--- config.mk ---
export PLATFORM = sky130hd
export DESIGN_NAME = simd_fmin_unit
export DESIGN_NICKNAME = d
export VERILOG_FILES = /design/src/rtl/simd_fmin_pkg.sv /design/src/rtl/fmin_lane.sv /design/src/rtl/fmin_format_array.sv /design/src/rtl/simd_fmin_unit.sv
export SDC_FILE = /design/constraint.sdc
export NUM_CORES = 2
export LEC_CHECK = 0
export BUFFER_PORTS_ARGS = -buffer_cell sky130_fd_sc_hd__buf_2
export CORE_UTILIZATION = 50
export CTS_BUF_LIST = sky130_fd_sc_hd__clkbuf_8
export CTS_CLUSTER_SIZE = 20
export DETAILED_ROUTE_END_ITERATION = 8
export PLACE_DENSITY_LB_ADDON = 0.15
export REMOVE_ABC_BUFFERS = 1
export SLEW_MARGIN = 20
export SYNTH_ARGS = -nofsm -noshare
export SYNTH_HDL_FRONTEND = slang
export SYNTH_SLANG_ARGS = --single-unit
export TNS_END_PERCENT = 1
--- constraint.sdc ---
create_clock -name clk -period 3.45 [get_ports clk]
set_clock_uncertainty 0.15 [all_clocks]
set_input_delay 0.345 -clock clk [delete_from_list [all_inputs] [get_ports clk]]
set_output_delay 0.345 -clock clk [all_outputs]
set_load 0.02 [all_outputs]
--- src/rtl/simd_fmin_pkg.sv ---
package simd_fmin_pkg;

    localparam int MAX_VEC_W   = 128;
    localparam int HALF_EXP_W  = 5;
    localparam int HALF_FRAC_W = 10;
    localparam int SGL_EXP_W   = 8;
    localparam int SGL_FRAC_W  = 23;
    localparam int DBL_EXP_W   = 11;
    localparam int DBL_FRAC_W  = 52;

    typedef enum logic [1:0] {
        FMT_HALF   = 2'b00,
        FMT_SINGLE = 2'b01,
        FMT_DOUBLE = 2'b10,
        FMT_RSVD   = 2'b11
    } lane_fmt_e;

    typedef struct packed {
        logic nan;
        logic snan;
        logic zero;
    } fp_class_t;

    function automatic fp_class_t classify(input logic exp_ones, input logic exp_zero,
                                           input logic frac_zero, input logic frac_msb);
        fp_class_t c;
        c.nan  = exp_ones & ~frac_zero;
        c.snan = exp_ones & ~frac_zero & ~frac_msb;
        c.zero = exp_zero & frac_zero;
        return c;
    endfunction

    function automatic logic is_illegal(input lane_fmt_e fmt, input logic wide);
        return (fmt == FMT_RSVD) || ((fmt == FMT_DOUBLE) && !wide);
    endfunction

endpackage

--- src/rtl/fmin_lane.sv ---
module fmin_lane
    import simd_fmin_pkg::*;
#(
    parameter int EXP_W  = 5,
    parameter int FRAC_W = 10,
    localparam int W     = 1 + EXP_W + FRAC_W
) (
    input  logic [W-1:0] a,
    input  logic [W-1:0] b,
    input  logic         alt,
    input  logic         dn,
    output logic [W-1:0] res,
    output logic         snan_seen
);

    logic [EXP_W-1:0]  ea, eb;
    logic [FRAC_W-1:0] fa, fb;
    fp_class_t         ca, cb;
    logic              a_below;
    logic [W-1:0]      nan_pick;
    logic [W-1:0]      dflt_nan;

    assign ea = a[W-2 -: EXP_W];
    assign eb = b[W-2 -: EXP_W];
    assign fa = a[FRAC_W-1:0];
    assign fb = b[FRAC_W-1:0];
    assign ca = classify(&ea, ~|ea, ~|fa, fa[FRAC_W-1]);
    assign cb = classify(&eb, ~|eb, ~|fb, fb[FRAC_W-1]);
    assign dflt_nan = {1'b0, {EXP_W{1'b1}}, 1'b1, {(FRAC_W-1){1'b0}}};

    // sign-magnitude ordering; minus zero lands below plus zero naturally
    always_comb begin
        if (a[W-1] != b[W-1])
            a_below = a[W-1];
        else if (a[W-1])
            a_below = a[W-2:0] > b[W-2:0];
        else
            a_below = a[W-2:0] < b[W-2:0];
    end

    always_comb begin
        if (ca.snan)      nan_pick = a;
        else if (cb.snan) nan_pick = b;
        else if (ca.nan)  nan_pick = a;
        else              nan_pick = b;
        nan_pick[FRAC_W-1] = 1'b1;
    end

    always_comb begin
        if (alt) begin
            if (ca.nan || cb.nan || (ca.zero && cb.zero)) res = b;
            else                                          res = a_below ? a : b;
        end else if (ca.nan || cb.nan) begin
            res = dn ? dflt_nan : nan_pick;
        end else begin
            res = a_below ? a : b;
        end
    end

    assign snan_seen = ca.snan | cb.snan;

endmodule

--- src/rtl/fmin_format_array.sv ---
module fmin_format_array #(
    parameter int VEC_W  = 128,
    parameter int EXP_W  = 5,
    parameter int FRAC_W = 10
) (
    input  logic [VEC_W-1:0] a,
    input  logic [VEC_W-1:0] b,
    input  logic             wide,
    input  logic             alt,
    input  logic             dn,
    output logic [VEC_W-1:0] res,
    output logic             inv
);

    localparam int LANE_W = 1 + EXP_W + FRAC_W;
    localparam int NLANE  = VEC_W / LANE_W;
    localparam int NHALF  = NLANE / 2;

    logic [NLANE-1:0] lane_inv;

    for (genvar g = 0; g < NLANE; g++) begin : g_lane
        logic [LANE_W-1:0] lane_res;
        logic              lane_snan;
        logic              active;

        assign active = (g < NHALF) || wide;

        fmin_lane #(.EXP_W(EXP_W), .FRAC_W(FRAC_W)) u_lane (
            .a         (a[g*LANE_W +: LANE_W]),
            .b         (b[g*LANE_W +: LANE_W]),
            .alt       (alt),
            .dn        (dn),
            .res       (lane_res),
            .snan_seen (lane_snan)
        );

        assign res[g*LANE_W +: LANE_W] = active ? lane_res : '0;
        assign lane_inv[g]             = active & lane_snan;
    end

    assign inv = |lane_inv;

endmodule

--- src/rtl/simd_fmin_unit.sv ---
module simd_fmin_unit
    import simd_fmin_pkg::*;
#(
    parameter int VEC_W = MAX_VEC_W,
    localparam int NARROW_W = VEC_W / 2
) (
    input  logic             clk,
    input  logic             rst,
    input  logic [VEC_W-1:0] opnd_a,
    input  logic [VEC_W-1:0] opnd_b,
    input  logic [1:0]       fmt_sel,
    input  logic             wide_vec,
    input  logic             alt_mode,
    input  logic             dnan_mode,
    output logic [VEC_W-1:0] result,
    output logic             invalid,
    output logic             bad_cfg
);

    lane_fmt_e        fmt;
    logic [VEC_W-1:0] res_h, res_s, res_d, nxt_res;
    logic             inv_h, inv_s, inv_d, nxt_inv, nxt_bad;

    assign fmt = lane_fmt_e'(fmt_sel);

    fmin_format_array #(.VEC_W(VEC_W), .EXP_W(HALF_EXP_W), .FRAC_W(HALF_FRAC_W)) u_half (
        .a(opnd_a), .b(opnd_b), .wide(wide_vec), .alt(alt_mode), .dn(dnan_mode),
        .res(res_h), .inv(inv_h)
    );
    fmin_format_array #(.VEC_W(VEC_W), .EXP_W(SGL_EXP_W), .FRAC_W(SGL_FRAC_W)) u_single (
        .a(opnd_a), .b(opnd_b), .wide(wide_vec), .alt(alt_mode), .dn(dnan_mode),
        .res(res_s), .inv(inv_s)
    );
    fmin_format_array #(.VEC_W(VEC_W), .EXP_W(DBL_EXP_W), .FRAC_W(DBL_FRAC_W)) u_double (
        .a(opnd_a), .b(opnd_b), .wide(wide_vec), .alt(alt_mode), .dn(dnan_mode),
        .res(res_d), .inv(inv_d)
    );

    always_comb begin
        nxt_bad = is_illegal(fmt, wide_vec);
        nxt_res = '0;
        nxt_inv = 1'b0;
        if (!nxt_bad) begin
            case (fmt)
                FMT_HALF:   begin nxt_res = res_h; nxt_inv = inv_h; end
                FMT_SINGLE: begin nxt_res = res_s; nxt_inv = inv_s; end
                default:    begin nxt_res = res_d; nxt_inv = inv_d; end
            endcase
        end
    end

    always_ff @(posedge clk) begin
        if (rst) begin
            result  <= '0;
            invalid <= 1'b0;
            bad_cfg <= 1'b0;
        end else begin
            result  <= nxt_res;
            invalid <= nxt_inv;
            bad_cfg <= nxt_bad;
        end
    end

    p_upper_zero_r4: assert property (@(posedge clk) disable iff (rst)
        !wide_vec |=> (result[VEC_W-1:NARROW_W] == '0));

    p_illegal_r3: assert property (@(posedge clk) disable iff (rst)
        (fmt_sel == 2'b11 || (fmt_sel == 2'b10 && !wide_vec))
        |=> (bad_cfg && result == '0 && !invalid));

    p_legal_r3: assert property (@(posedge clk) disable iff (rst)
        !(fmt_sel == 2'b11 || (fmt_sel == 2'b10 && !wide_vec)) |=> !bad_cfg);

    p_half_dnan_r7: assert property (@(posedge clk) disable iff (rst)
        (fmt_sel == 2'b00 && !alt_mode && dnan_mode &&
         opnd_a[14:10] == 5'h1f && opnd_a[9:0] != '0)
        |=> (result[15:0] == 16'h7E00));

    p_half_altnan_r9: assert property (@(posedge clk) disable iff (rst)
        (fmt_sel == 2'b00 && alt_mode && opnd_a[14:10] == 5'h1f && opnd_a[9:0] != '0)
        |=> (result[15:0] == $past(opnd_b[15:0])));

endmodule

==> impl_metrics.ini <==
[run_status]
outcome = completed

[sta]
tns_ns = 0
fmax_mhz = 297
whs_ns = 0.0240
worst_slack_ns = 0.0822
max-slew-margin-rel_pct = 29.1
layout_worst_path_cycle_share_pct = 97.6
slew_viol_final = 0
worst_pin_slew_ns = 1.06
finalHoldViolations = 0
setup_violations = 0
rsz0062_at_grt = true
fin_crit_ns = 3.37

[synth]
synth_edf_count = 0
syn_area_um2 = 18000
yosysUniqueCellTypes = 102
synth_flop_cell = dfxtp_1
syn_avg_cell_area_um2 = 7.26
synth_cells = 2474
netlist_top_cells_area = dfxtp_1 (14%), ha_1 (9.8%), a221oi_1 (6.4%)
yosys_warnings = 0
synth_common_cells = inv_1 (177), nand2_1 (177), nor2_1 (164)
yosysTopAreaCellShare_pct = 14.5
async_flop_share_pct = 0
synth-seq-cells = 130
yosysTopAreaCell = dfxtp_1
seq_area_frac_synth_pct = 14.5

[critical_path]
cp_max_fo = 13
worst_setup_path_end_kind = flip-flop
start_kind = input pin
cp.required_ns = 3.70
criticalPathCategory = in -> reg
cp.arrival_ns = 3.62

[layout]
layout-drive-gt1-share_pct = 37.0
fin_cells = 3933
fin_util_pct = 74.0
syn2layout_area_growth_pct = 46.2
final_area_um2 = 26300
nets = 3861

[power]
ir_worst_vdd_mv = 0.264
power.density_nw_per_um2 = 277
power_frac_comb_pct = 55.4
power_frac_seq_pct = 22.8
p_int_mw = 4.11
sw_frac_of_total_pct = 43.5
power.switching_mw = 3.17
pwr-share-clk_pct = 21.8
power.leakage_nw = 12.5
power_mw = 7.28

[global_route]
use_met2_pct = 77.8
antenna_found_initial = 2
grt_pass1_vias = 26300
grt_max_degree = 79
busiest_layer = met2
gr-usage-met1_pct = 56.9
grt_overflow = 0
met3_usage_pct = 11.1
track_usage_pct = 48.8
grt_pass1_wl_um = 141000

[detailed_routing]
drc = 0
avgViaCountPerCell = 6.92
routedWlPerCell_um = 23.7
drt_pre_antenna_iters = 6
vias = 27200
first_iter_violations = 3079
postRouteAntennaNets = 0
wl_um = 93400

[floorplanning]
ioPinCount = 393
design.die.area_um2 = 36700
die_h_um = 192
start_util_pct = 50.6
core_um2 = 35500
die_x_um = 192
fp-row-count = 69

[placement]
place_congestion = 1.06
dpl-instance-area_um2 = 25600
hpwl_um = 71300
place_inst = 3891
portBuffers = 392
dp_slack_ns = -0.536

[clock_network]
cts_tree = built
cts.root.buffer_cell = clkbuf_8
cts_sinks = 130
cts_inserted_buffers = 17
clk_pin_slew_worst_paths_ns = 0.09
cts.htree.levels = 4
clock_tree.buffer_depth = 2

[job]
maxCapViolations = 0

[min_path]
hold_class = in -> reg
## placed cells by master (no fill, tap or decap), drive strengths merged, types with 30 or more instances in the layout
cell type     n
buf        1133
inv         182
nand2       178
nor2        166
a21oi       164
ha          141
a221oi      133
dfxtp       130
o21ai       126
nand3        94
nor3         80
a31oi        75
a211oi       64
mux2i        59
nor4         57
o221ai       46
nand4        43
o31ai        41
a221o        33
o22ai        33
o211ai       32
and3         31
a22oi        30
## cells by family after synthesis
kind of cell | Yosys count | synth area share (%)
AOI/OAI and AO/OA | 1014 | 42.1
xor gates and xnor gates | 1 | 0.0488
adders and majority gates | 141 | 9.82
buffers and inverters | 351 | 7.71
DFF | 130 | 14.5
muxes | 66 | 3.73
and+or+nand+nor | 771 | 22.1
## power by group through the flow
| stage | Clock, mW | Sequential, mW | Combinational (mW) |
|---|---|---|---|
| after floorplan | 0 | 1.82 | 1.61 |
| after global placement | 0 | 1.69 | 3.70 |
| after detailed placement | 0 | 1.69 | 3.80 |
| after CTS | 1.57 | 1.65 | 3.83 |
| after global routing | 1.63 | 1.67 | 4.25 |
| final | 1.59 | 1.66 | 4.03 |
## registers in the layout, indices dropped and copies added, names as in the netlist
name / count
bad_cfg: 1
result: 128
invalid: 1
## per-layer routing
layer | share of wire [%] | up-vias
li1 | - | 11900
met2 | 44 | 2229
met5 | 0 | -
met3 | 12 | 609
met4 | 8.0 | 0
met1 | 36 | 12500
## layout make-up
| type | count | area (µm²) |
|---|---|---|
| multi-input combinational | 1993 | 14200 |
| fill | 2811 | 9220 |
| timing repair buffer | 1137 | 7770 |
| sequential | 130 | 2600 |
| inverter | 178 | 668 |
| tap | 461 | 577 |
| clock buffer | 18 | 248 |
| clock inverter | 14 | 173 |
| antenna | 2 | 5.00 |
## worst max-delay path, cell delays in order
cell and delay (ns):
buf_2 0.11, ha_1 0.34, a21o_1 0.21, a2111oi_4 0.36, buf_4 0.17, o31a_1 0.20
a211oi_2 0.11, buf_4 0.16, nor4b_4 0.39, nor2_4 0.09, a21oi_4 0.18, o22ai_4 0.10
buf_4 0.19, buf_4 0.21, a221oi_1 0.34, nor4_1 0.10
## path summary, 6_finish.rpt
kind        from          to  slack, ns  depth (start not counted)
max   opnd_a[89]  result[85]       0.08                         16
min   opnd_b[12]  result[12]       0.02                          4
## timing repair
| action | in CTS | in global routing |
|---|---|---|
| pin swaps | 0 | 10 |
| hold endpoints to repair | 4 | 0 |
| endpoints found under the setup margin | 4 | 110 |
| gates cloned | 0 | 0 |
| buffers inserted | 0 | 4 |
| gates resized for setup | 2 | 39 |
| hold buffers | 4 | 0 |
(Power assumes the default switching activity.)
